## src/rtl/itd_pkg.sv

```systemverilog
package itd_pkg;

  typedef enum logic {
    CLEAR_SYNC  = 1'b0,
    CLEAR_ASYNC = 1'b1
  } clear_mode_e;

  typedef enum logic {
    START_DIRECT     = 1'b0,
    START_REGISTERED = 1'b1
  } start_mode_e;

endpackage

```

## src/rtl/itd_start_stage.sv

```systemverilog
module itd_start_stage
  import itd_pkg::*;
#(
  parameter start_mode_e START_MODE = START_DIRECT
) (
  input  logic clk,
  input  logic rst,
  input  logic start_i,
  output logic clr_o
);

  generate
    if (START_MODE == START_REGISTERED) begin : g_registered
      logic start_q;

      always_ff @(posedge clk or posedge rst) begin
        if (rst) start_q <= 1'b0;
        else     start_q <= start_i;
      end

      assign clr_o = start_q;

      // a clear in registered mode rises only after a sampled request
      assert_reg_start_delay_R9: assert property (
        @(posedge clk) disable iff (rst)
        $rose(clr_o) |-> $past(start_i)
      ) else $error("registered clear without prior start");
    end else begin : g_direct
      assign clr_o = start_i;
    end
  endgenerate

endmodule

```

## src/rtl/itd_count_core.sv

```systemverilog
module itd_count_core
  import itd_pkg::*;
#(
  parameter int unsigned CNT_W      = 4,
  parameter int unsigned LIMIT      = 12,
  parameter clear_mode_e CLEAR_MODE = CLEAR_SYNC
) (
  input  logic             clk,
  input  logic             rst,
  input  logic             clr_i,
  output logic [CNT_W-1:0] cnt_o
);

  localparam logic [CNT_W-1:0] LIMIT_V = CNT_W'(LIMIT);
  localparam logic [CNT_W-1:0] ONE_V   = CNT_W'(1);

  logic [CNT_W-1:0] cnt_q;
  logic             run;

  // counting continues only while below the long limit
  assign run   = (cnt_q < LIMIT_V);
  assign cnt_o = cnt_q;

  generate
    if (CLEAR_MODE == CLEAR_ASYNC) begin : g_async_clear
      always_ff @(posedge clk or posedge rst or posedge clr_i) begin
        if (rst)        cnt_q <= '0;
        else if (clr_i) cnt_q <= '0;
        else if (run)   cnt_q <= cnt_q + ONE_V;
      end

      // while the clear is high the count already reads zero at the edge
      assert_async_clear_zero_R8: assert property (
        @(posedge clk) disable iff (rst)
        clr_i |-> (cnt_q == '0)
      ) else $error("async clear did not hold count at zero");
    end else begin : g_sync_clear
      always_ff @(posedge clk or posedge rst) begin
        if (rst)        cnt_q <= '0;
        else if (clr_i) cnt_q <= '0;
        else if (run)   cnt_q <= cnt_q + ONE_V;
      end

      // a sampled clear produces zero after that edge
      assert_sync_clear_zero_R7: assert property (
        @(posedge clk) disable iff (rst)
        clr_i |=> (cnt_q == '0)
      ) else $error("sync clear did not zero the count");
    end
  endgenerate

  // without a clear, a running count advances by exactly one
  assert_step_by_one_R2: assert property (
    @(posedge clk) disable iff (rst)
    (!clr_i && run) |=> ((cnt_q == $past(cnt_q) + ONE_V) || clr_i)
  ) else $error("count did not advance by one");

  // a stopped count stays at the limit until a clear
  assert_hold_at_limit_R5: assert property (
    @(posedge clk) disable iff (rst)
    (!clr_i && !run) |=> ((cnt_q == LIMIT_V) || clr_i)
  ) else $error("stopped count moved without a clear");

  // the count stays within its limit
  assert_no_overrun_R10: assert property (
    @(posedge clk) disable iff (rst)
    cnt_q <= LIMIT_V
  ) else $error("count beyond long limit");

endmodule

```

## src/rtl/itd_flag_decode.sv

```systemverilog
module itd_flag_decode #(
  parameter int unsigned CNT_W       = 4,
  parameter int unsigned SHORT_LIMIT = 5,
  parameter int unsigned LONG_LIMIT  = 12
) (
  input  logic [CNT_W-1:0] cnt_i,
  output logic             short_o,
  output logic             long_o
);

  localparam logic [CNT_W-1:0] SHORT_V = CNT_W'(SHORT_LIMIT);
  localparam logic [CNT_W-1:0] LONG_V  = CNT_W'(LONG_LIMIT);

  always_comb begin
    short_o = (cnt_i >= SHORT_V);
    long_o  = (cnt_i >= LONG_V);
  end

endmodule

```

## src/rtl/interval_timer_dual.sv

```systemverilog
module interval_timer_dual
  import itd_pkg::*;
#(
  parameter int unsigned SHORT_COUNT = 5,
  parameter int unsigned LONG_COUNT  = 12,
  parameter clear_mode_e CLEAR_MODE  = CLEAR_SYNC,
  parameter start_mode_e START_MODE  = START_DIRECT
) (
  input  logic clk,
  input  logic rst,
  input  logic start_i,
  output logic short_done_o,
  output logic long_done_o
);

  localparam int unsigned CNT_W = $clog2(LONG_COUNT + 1);

  logic             clr_w;
  logic [CNT_W-1:0] cnt_w;

  itd_start_stage #(
    .START_MODE (START_MODE)
  ) start_stage_i (
    .clk     (clk),
    .rst     (rst),
    .start_i (start_i),
    .clr_o   (clr_w)
  );

  itd_count_core #(
    .CNT_W      (CNT_W),
    .LIMIT      (LONG_COUNT),
    .CLEAR_MODE (CLEAR_MODE)
  ) count_core_i (
    .clk   (clk),
    .rst   (rst),
    .clr_i (clr_w),
    .cnt_o (cnt_w)
  );

  itd_flag_decode #(
    .CNT_W       (CNT_W),
    .SHORT_LIMIT (SHORT_COUNT),
    .LONG_LIMIT  (LONG_COUNT)
  ) flag_decode_i (
    .cnt_i   (cnt_w),
    .short_o (short_done_o),
    .long_o  (long_done_o)
  );

  // the long flag never stands without the short flag
  assert_long_implies_short_R10: assert property (
    @(posedge clk) disable iff (rst)
    long_done_o |-> short_done_o
  ) else $error("long flag without short flag");

  // a flag only falls because of a clear
  assert_flags_fall_on_clear_R2: assert property (
    @(posedge clk) disable iff (rst)
    $fell(short_done_o) |-> (clr_w || $past(clr_w))
  ) else $error("short flag fell without a clear");

endmodule

```

## config.mk

```make
export PLATFORM = sky130hd
export DESIGN_NAME = interval_timer_dual
export DESIGN_NICKNAME = d
export VERILOG_FILES = /design/src/rtl/itd_pkg.sv /design/src/rtl/itd_start_stage.sv /design/src/rtl/itd_count_core.sv /design/src/rtl/itd_flag_decode.sv /design/src/rtl/interval_timer_dual.sv
export SDC_FILE = /design/constraint.sdc
export NUM_CORES = 1
export LEC_CHECK = 0
export BUFFER_PORTS_ARGS = -buffer_cell sky130_fd_sc_hd__buf_2
export CAP_MARGIN = 20
export CELL_PAD_IN_SITES_DETAIL_PLACEMENT = 1
export CELL_PAD_IN_SITES_GLOBAL_PLACEMENT = 1
export CORE_AREA = 2 2 39 41
export DETAILED_ROUTE_END_ITERATION = 8
export DIE_AREA = 0 0 41 43
export MAX_ROUTING_LAYER = met4
export PLACE_DENSITY_LB_ADDON = 0.1
export SYNTH_ARGS = -nofsm -noshare
export SYNTH_HDL_FRONTEND = slang
export SYNTH_SLANG_ARGS = --single-unit
```

## constraint.sdc

```tcl
create_clock -name clk -period 1.3 [get_ports clk]
set_clock_uncertainty 0.1 [all_clocks]
set_input_delay 0.065 -clock clk [delete_from_list [all_inputs] [get_ports clk]]
set_output_delay 0.065 -clock clk [all_outputs]
set_load 0.02 [all_outputs]
```

==> Word level (Yosys, flattened, before mapping) <==
Index checks and enable logic that the tools add are counted.
{ "word_totals": {"register_bits": 4, "wordCells": 8} }
{ "classes": {"n_mux": 2, "add_sub_neg": 1, "n_reduce_logical": 1, "order_cmp": 3} }
{ "ops": {"columns": ["operator", "n"], "rows": [
  ["$mux W4", 2],
  ["$add A4 B1 Y4 const B", 1],
  ["$ge A4 B3 Y1 const B", 1],
  ["$ge A4 B4 Y1 const B", 1],
  ["$lt A4 B4 Y1 const B", 1],
  ["$reduce_bool A2 Y1", 1]
]} }

==> Longest topological paths before layout <==
Gate-level depths: netlist (run 1).
{ "depth": {"word_depth": 3, "depth_mapped": 4, "mapped_depth_nobuf": 4} }

==> Hierarchy <==
A second synthesis (run 1) with hierarchy kept.
{ "unflattened": {"hier_cells": 21, "hier_area_um2": 212.7} }
{ "modules_own_cells": {"columns": ["mod", "n_inst", "area_per_inst_um2", "seq_area_each_um2", "cells_each"], "rows": [
  ["itd_count_core", 1, 187.7, 100.1, 17],
  ["itd_flag_decode", 1, 17.5, 0.0, 3],
  ["itd_start_stage", 1, 7.5, 0.0, 1]
]} }

==> Least setup slack after synthesis (run 1) <==
OpenSTA, ideal clock, no wires.
{ "synth_timing": {"kind": "register to register", "start": "register count_core_i.cnt_q[0], in the netlist count_core_i.cnt_o[0]", "end": "register count_core_i.cnt_q[1], in the netlist count_core_i.cnt_o[1]", "setup_slack_ps": 103, "setup_time_ps": 77, "stages_incl_launch_ff": 5, "t_arrival_ps": 1020, "cell_sequence": "dfrtp_1 -> inv_1 -> ha_1 -> a21bo_2 -> a21oi_1"} }
{ "synth_via": {"elab_chain_len": 3, "word_cells_on_any_way": 5, "classes_between": "1 x add/sub; 1 x order compare; 2 x mux; 1 x reduce/logical"} }
{ "synth_lines": {"columns": ["element", "line", "text"], "rows": [
  ["start: declaration", "itd_count_core.sv:17", "logic [CNT_W-1:0] cnt_q;"],
  ["start signal: assignment", "itd_count_core.sv:41", "else if (run) cnt_q <= cnt_q + ONE_V;"],
  ["$add A4 B1 Y4", "itd_count_core.sv:41", null],
  ["$mux W4", "itd_count_core.sv:41", null],
  ["$mux W4", "itd_count_core.sv:40", "else if (clr_i) cnt_q <= '0;"]
]} }
Several ways; a longest one is shown, not always the timed one. The select of a mux whose other input is x is not followed.
A chain may end at the register's enable or synchronous reset.

==> Worst setup path after layout (run 1) <==
{ "layout_timing": {"start": "register count_core_i.cnt_q[1], in the netlist count_core_i.cnt_o[1]", "end": "output port short_done_o"} }
{ "layout_via": {"elab_chain_len": 1} }
{ "layout_lines": {"columns": ["element", "line", "text"], "rows": [
  ["$ge A4 B3 Y1", "itd_flag_decode.sv:15", "short_o = (cnt_i >= SHORT_V);"],
  ["end: declaration", "interval_timer_dual.sv:12", "output logic short_done_o,"]
]} }
Every way passes these cells.

==> summary.txt, run 1 <==
Outcome
  • Status: finished, violations left
  • Failing checks: negative setup slack

Layout
  • Area of the multi-input gates: 147.6 um2
  • Antenna Diode Count: 0
  • Share of cells above drive strength 1: 58.33%
  • Area grow syn2layout: 48.50%
  • Max reg flops: 4
  • Fin nets: 44
  • Layout Cells excl Fill: 52
  • Most frequent cells in the layout: clkbuf_4, dfrtp_1, buf_2, buf_4
  • Fillers: 161
  • FF+latch area: 101.3 um2

Synth
  • Ys Warns: 0
  • Yosys reg bits: 4
  • Synth top area share: 40.00%
  • Ranking of synthesized cells by area: dfrtp_1, ha_1, a21o_2, inv_1, a21bo_2
  • Syn Inst Count: 25
  • Syn nets: 31
  • Distinct cells, synth: 14
  • Mapped Area: 250.2 um2
  • Cell taking the most area after synthesis: dfrtp_1
  • Synth Area per Inst: 10.01 um2
  • Sequential share of the synthesized area: 40.00%

Placement
  • Gpl congestion: 0.6532
  • Worst slack, placed: 0.03214 ns
  • Cells after DPL: 46
  • Number of I/O port buffers: 4

Worst setup path
  • CP arrival: 1.24 ns
  • CP Max Fanout: 2
  • Crit Path Class: flip-flop to primary output
  • R2R Setup Slk: 0.07 ns
  • Worst Setup Start Kind: flip-flop
  • Data required time at the worst endpoint: 1.13 ns
  • Critical-path cell list: inv_2 -> ha_2 -> nand2b_4 -> a21o_2 -> buf_6
  • Critical Path Slowest Stage Cell: dfrtp_1
  • CP peak stage delay: 0.36 ns
  • CP endpoint kind: primary output

GRT
  • Number of global-route vias before repair: 206
  • Global route overflow: 0
  • Total Routing Usage GR: 7.224%
  • Initial antenna violation count: 0
  • Largest net degree at the start of global routing: 10
  • First-pass GRT wire length: 821 um

Floorplan
  • Core area: 1384 um2
  • Die height: 43 um
  • Initial Util: 18.08%
  • Standard-cell rows: 14
  • Ports: 5
  • Die X-Extent: 41 um
  • Die area: 1763 um2

Clock network
  • Clock Latency Late Sink: 0.23 ns
  • Htree depth: 1
  • CTS tree: built
  • TritonCTS buffer count: 3
  • Root Buffer: clkbuf_4
  • Max Root-Sink Buffers: 2
  • CTS sink cnt: 4
  • Clock transition at path regs: 0.04 ns

Power
  • Leakage: 0.1853 nW
  • Sw Ratio: 23.72%
  • Comb power frac: 21.3%
  • VDD IR max: 0.0004064 V
  • NetSw: 0.00008802 W
  • Clock network power share: 40.2%
  • PnR Total Power: 0.0003711 W
  • P per Cell Area: 998.6 nW/um2
  • Reg power frac: 38.6%
  • Pint: 0.0002831 W

Hold path
  • Worst hold path class: input pin to async pin

Route
  • Residual DRC: 0
  • Drt via density: 4.000
  • ANT nets after route: 0
  • WL final: 516 um
  • Via count: 208
  • Routed length per instance: 9.923 um
  • DR iter-0 viols: 1
  • DR pass1 iterations: 2

STA
  • Setup violators final: 1
  • Fin crit period: 1.409 ns
  • Max-slew headroom: 84.40%
  • Worst Tran Pin Value: 0.2340 ns
  • Post-route setup slack: -0.1088 ns
  • Period utilization: 108.4%
  • Slew Viols, Final: 0
  • F_max: 709.8 MHz
  • Fin. Hold Viols: 0
  • RSZ-0062 raised after global routing: true

Run
  • Max-cap violations: 0
-- cell usage after synthesis --
cell type,n
a21o_2,2
a21oi_1,2
inv_1,3
nor2_1,2
buf_4,1
a21bo_2,1
dfrtp_1,4
nand3_1,2
nand2b_1,1
and3b_1,1
a31oi_1,1
ha_1,3
nor3_2,1
and2_2,1
-- metal layers --
layer | wire length [um] | share of wire (%) | track usage (%)
met1 | 229 | 44 | 8.117
met2 | 267 | 52 | 10.31
met3 | 19 | 3.7 | 1.571
met4 | 0 | 0 | 6.000
met5 | 0 | 0 | -
-- path summary, 6_finish.rpt --
| kind | start | to | cells after the start |
|---|---|---|---|
| max in group asynchronous | rst | count_core_i.cnt_o[2] | 3 |
| max | count_core_i.cnt_o[1] | short_done_o | 5 |
| min reg2reg | count_core_i.cnt_o[2] | count_core_i.cnt_o[0] | 2 |
| max reg2reg | count_core_i.cnt_o[0] | count_core_i.cnt_o[1] | 4 |
| min in group clk | start_i | count_core_i.cnt_o[1] | 3 |
| min | rst | count_core_i.cnt_o[0] | 3 |
-- timing repair --
| item | in CTS | in global routing |
|---|---|---|
| setup endpoints to repair | 1 | 4 |
| pin swaps | 3 | 2 |
| hold endpoints to repair | 8 | 0 |
| buffers inserted | 1 | 0 |
| resized for setup | 6 | 2 |
| hold buffers | 2 | 0 |
-- worst max-delay path: cells and delay by family, from the launching register on --
family	cells	cell delay [ns]
flops	1	0.36
fa+ha+maj	1	0.17
simple gates	1	0.12
buf+inv	2	0.18
compound gates	1	0.19
-- through the flow --
step	util, %	setup TNS (ns)	instance area [um2]	hold slack (ns)
detailed placement	21.52	0	297.8	-0.1528
CTS	26.49	-0.1189	366.6	0.1432
finish	26.85	-0.1088	371.6	0.1542
global route	26.85	-0.1699	371.6	0.1541
global placement	21.52	0	297.8	-0.1532
floorplan	-	0	250.2	-0.2689
-- power by group through the flow --
stage           logic, W  registers, W  clock network, W
6_report       0.0000789      0.000143          0.000149
5_1_grt        0.0000869      0.000145          0.000174
4_1_cts        0.0000777      0.000143          0.000158
3_5_place_dp   0.0000567      0.000144                 0
3_3_place_gp   0.0000548      0.000144                 0
2_1_floorplan  0.0000382      0.000141                 0
-- cells by family (layout without fill, tap and decap cells) --
family,Yosys count,count (layout),share of synthesized area [%]
DFF,4,4,40.00
and+or+nand+nor,8,8,20.00
buffers and inverters,4,15,7.501
AOI/OAI and AO/OA,6,6,17.50
adders and majority gates,3,3,15.00
-- area by class of cell --
cell class,instances,share of cell area (%)
repair buffers,9,18.52
flip-flops and latches,4,27.27
inverters,3,3.030
multi-input cells,17,39.73
well taps,16,5.387
clock buffers,3,6.061
Note: power is estimated with default switching activity, not from simulation.
==> run 2: changes to the inputs <==
Clock period 1.3 ns to 1.5 ns, I/O delays scaled along.
==> summary.txt, run 2 (synthesis gave the netlist of run 1 again) <==
Outcome
  • Status: finished clean

Floorplan
  • Die height: 43 um (unchanged)
  • Ports: 5 (unchanged)
  • Die area: 1763 um2 (unchanged)
  • Die X-Extent: 41 um (unchanged)
  • Standard-cell rows: 14 (unchanged)
  • Initial Util: 18.08% (unchanged)
  • Core area: 1384 um2 (unchanged)

Route
  • Routed length per instance: 9.922 um (about the same)
  • Via count: 199 (-4.3%)
  • ANT nets after route: 0 (unchanged)
  • WL final: 506 um (-1.9%)
  • DR pass1 iterations: 2 (unchanged)
  • Residual DRC: 0 (unchanged)
  • DR iter-0 viols: 1 (unchanged)
  • Drt via density: 3.902 (-2.5%)

Worst setup path
  • CP arrival: 1.27 ns (+0.03 ns)
  • Worst Setup Start Kind: flip-flop
  • CP endpoint kind: primary output
  • Data required time at the worst endpoint: 1.32 ns (+0.19 ns)
  • Crit Path Class: flip-flop to primary output
  • CP Max Fanout: 3 (+1)

Layout
  • Antenna Diode Count: 0 (unchanged)
  • Share of cells above drive strength 1: 45.71% (-13 points)
  • Final core utilization: 25.32% (-1.5 points)
  • Most frequent cells in the layout: inv_1, clkbuf_4, dfrtp_1, buf_2
  • Fin nets: 43 (-2.3%)
  • Max reg flops: 4 (unchanged)
  • Area grow syn2layout: 40.00%

STA
  • Setup TNS: 0 ns (+0.1088 ns)
  • Fin crit period: 1.448 ns
  • Setup violators final: 0 (-1)
  • Worst Tran Pin Value: 0.2586 ns (+0.02457 ns)
  • Slew Viols, Final: 0 (unchanged)
  • Fin. Hold Viols: 0 (unchanged)
  • Max-slew headroom: 82.76% (-1.6 points)
  • F_max: 690.6 MHz
  • Period utilization: 96.53%
  • RSZ-0062 raised after global routing: false

Clock network
  • Root Buffer: clkbuf_4
  • Clock transition at path regs: 0.04 ns (about the same)
  • Max Root-Sink Buffers: 2 (unchanged)
  • Clock Latency Late Sink: 0.23 ns (about the same)
  • Htree depth: 1 (unchanged)
  • CTS sink cnt: 4 (unchanged)
  • TritonCTS buffer count: 3 (unchanged)
  • CTS tree: built

Power
  • VDD IR max: 0.0003521 V (-13%)
  • Pint: 0.0002365 W (-16%)
  • NetSw: 0.00007163 W (-19%)
  • Sw Ratio: 23.25% (-0.47 points)
  • Comb power frac: 18.0% (-3.3 points)
  • Reg power frac: 40.1% (+1.5 points)
  • Clock network power share: 41.9% (+1.7 points)
  • Leakage: 0.1809 nW (-2.4%)
  • P per Cell Area: 879.4 nW/um2 (-12%)

GRT
  • Number of global-route vias before repair: 211 (+2.4%)
  • Initial antenna violation count: 0 (unchanged)
  • Global route overflow: 0 (unchanged)
  • First-pass GRT wire length: 903 um (+10%)
  • Total Routing Usage GR: 8.050% (+0.83 points)
  • Largest net degree at the start of global routing: 10 (unchanged)

Run
  • Max-cap violations: 0 (unchanged)

Hold path
  • Worst hold path class: input pin to async pin

Placement
  • Gpl congestion: 0.6164 (-5.6%)
  • Number of I/O port buffers: 4 (unchanged)
==> run 2: what timing repair did <==
item | CTS | global route
hold endpoints to repair | 8 | 0
buffers inserted | 2 | 0
pin swaps | 0 | 1
gates resized for setup | 3 | 1
endpoints found under the setup margin | 1 | 1
hold buffers | 2 | 0
==> run 2: routing by layer <==
metal | part of all wire, % | vias to the layer above | track usage [%]
met5 | 0 | - | -
met1 | 47 | 91 | 10.06
met3 | 2.8 | 0 | 1.571
li1 | - | 104 | -
met2 | 50 | 4 | 10.94
met4 | 0 | 0 | 6.000
==> run 2: final timing paths <==
path / start / endpoint / slack, ns / cells past startpoint
hold reg to reg: count_core_i.cnt_o[1] / count_core_i.cnt_o[3] / 0.57 / 3
setup reg to reg: count_core_i.cnt_o[0] / count_core_i.cnt_o[2] / 0.22 / 4
hold / removal: rst / count_core_i.cnt_o[1] / 0.16 / 3
max in group asynchronous: rst / count_core_i.cnt_o[0] / 0.98 / 3
min in group clk: start_i / count_core_i.cnt_o[0] / 0.49 / 3
setup / recovery: count_core_i.cnt_o[0] / short_done_o / 0.05 / 4
==> run 2: power groups by stage <==
stage          clock (W)  combinational, W  sequential (W)
6_report        0.000129         0.0000556        0.000123
5_1_grt         0.000154         0.0000625        0.000125
4_1_cts         0.000139         0.0000569        0.000124
3_5_place_dp           0         0.0000398        0.000128
3_3_place_gp           0         0.0000368        0.000128
2_1_floorplan          0         0.0000331        0.000122
==> run 2: layout make-up <==
| class | count | area, um2 |
|---|---|---|
| Sequential cell | 4 | 101.3 |
| Fill cell | 163 | 1033 |
| Clock buffer | 3 | 22.52 |
| Inverter | 3 | 11.26 |
| Tap cell | 16 | 20.02 |
| Timing Repair Buffer | 8 | 61.31 |
| Multi-Input combinational cell | 17 | 133.9 |
==> run 2: stage by stage <==
stage | total power, W | std cells | instance area (um2) | setup slack, ns | hold WS, ns
final | 0.0003081 | 51 | 350.3 | 0.05199 | 0.1631
after global routing | 0.0003413 | 51 | 350.3 | 0.007176 | 0.1801
after CTS | 0.0003190 | 51 | 347.8 | 0.003307 | 0.1571
after detailed placement | 0.0001680 | 44 | 282.8 | 0.1860 | -0.1382
after floorplan | 0.0001555 | 25 | 250.2 | 0.3026 | -0.2589
after global placement | 0.0001650 | 44 | 282.8 | 0.2101 | -0.1383
==> run 2: worst max-delay path, stage by stage, from the launching register on <==
cell,delay (ns)
dfrtp_2,0.41
ha_2,0.17
nand2b_1,0.13
a21o_2,0.21
buf_6,0.12
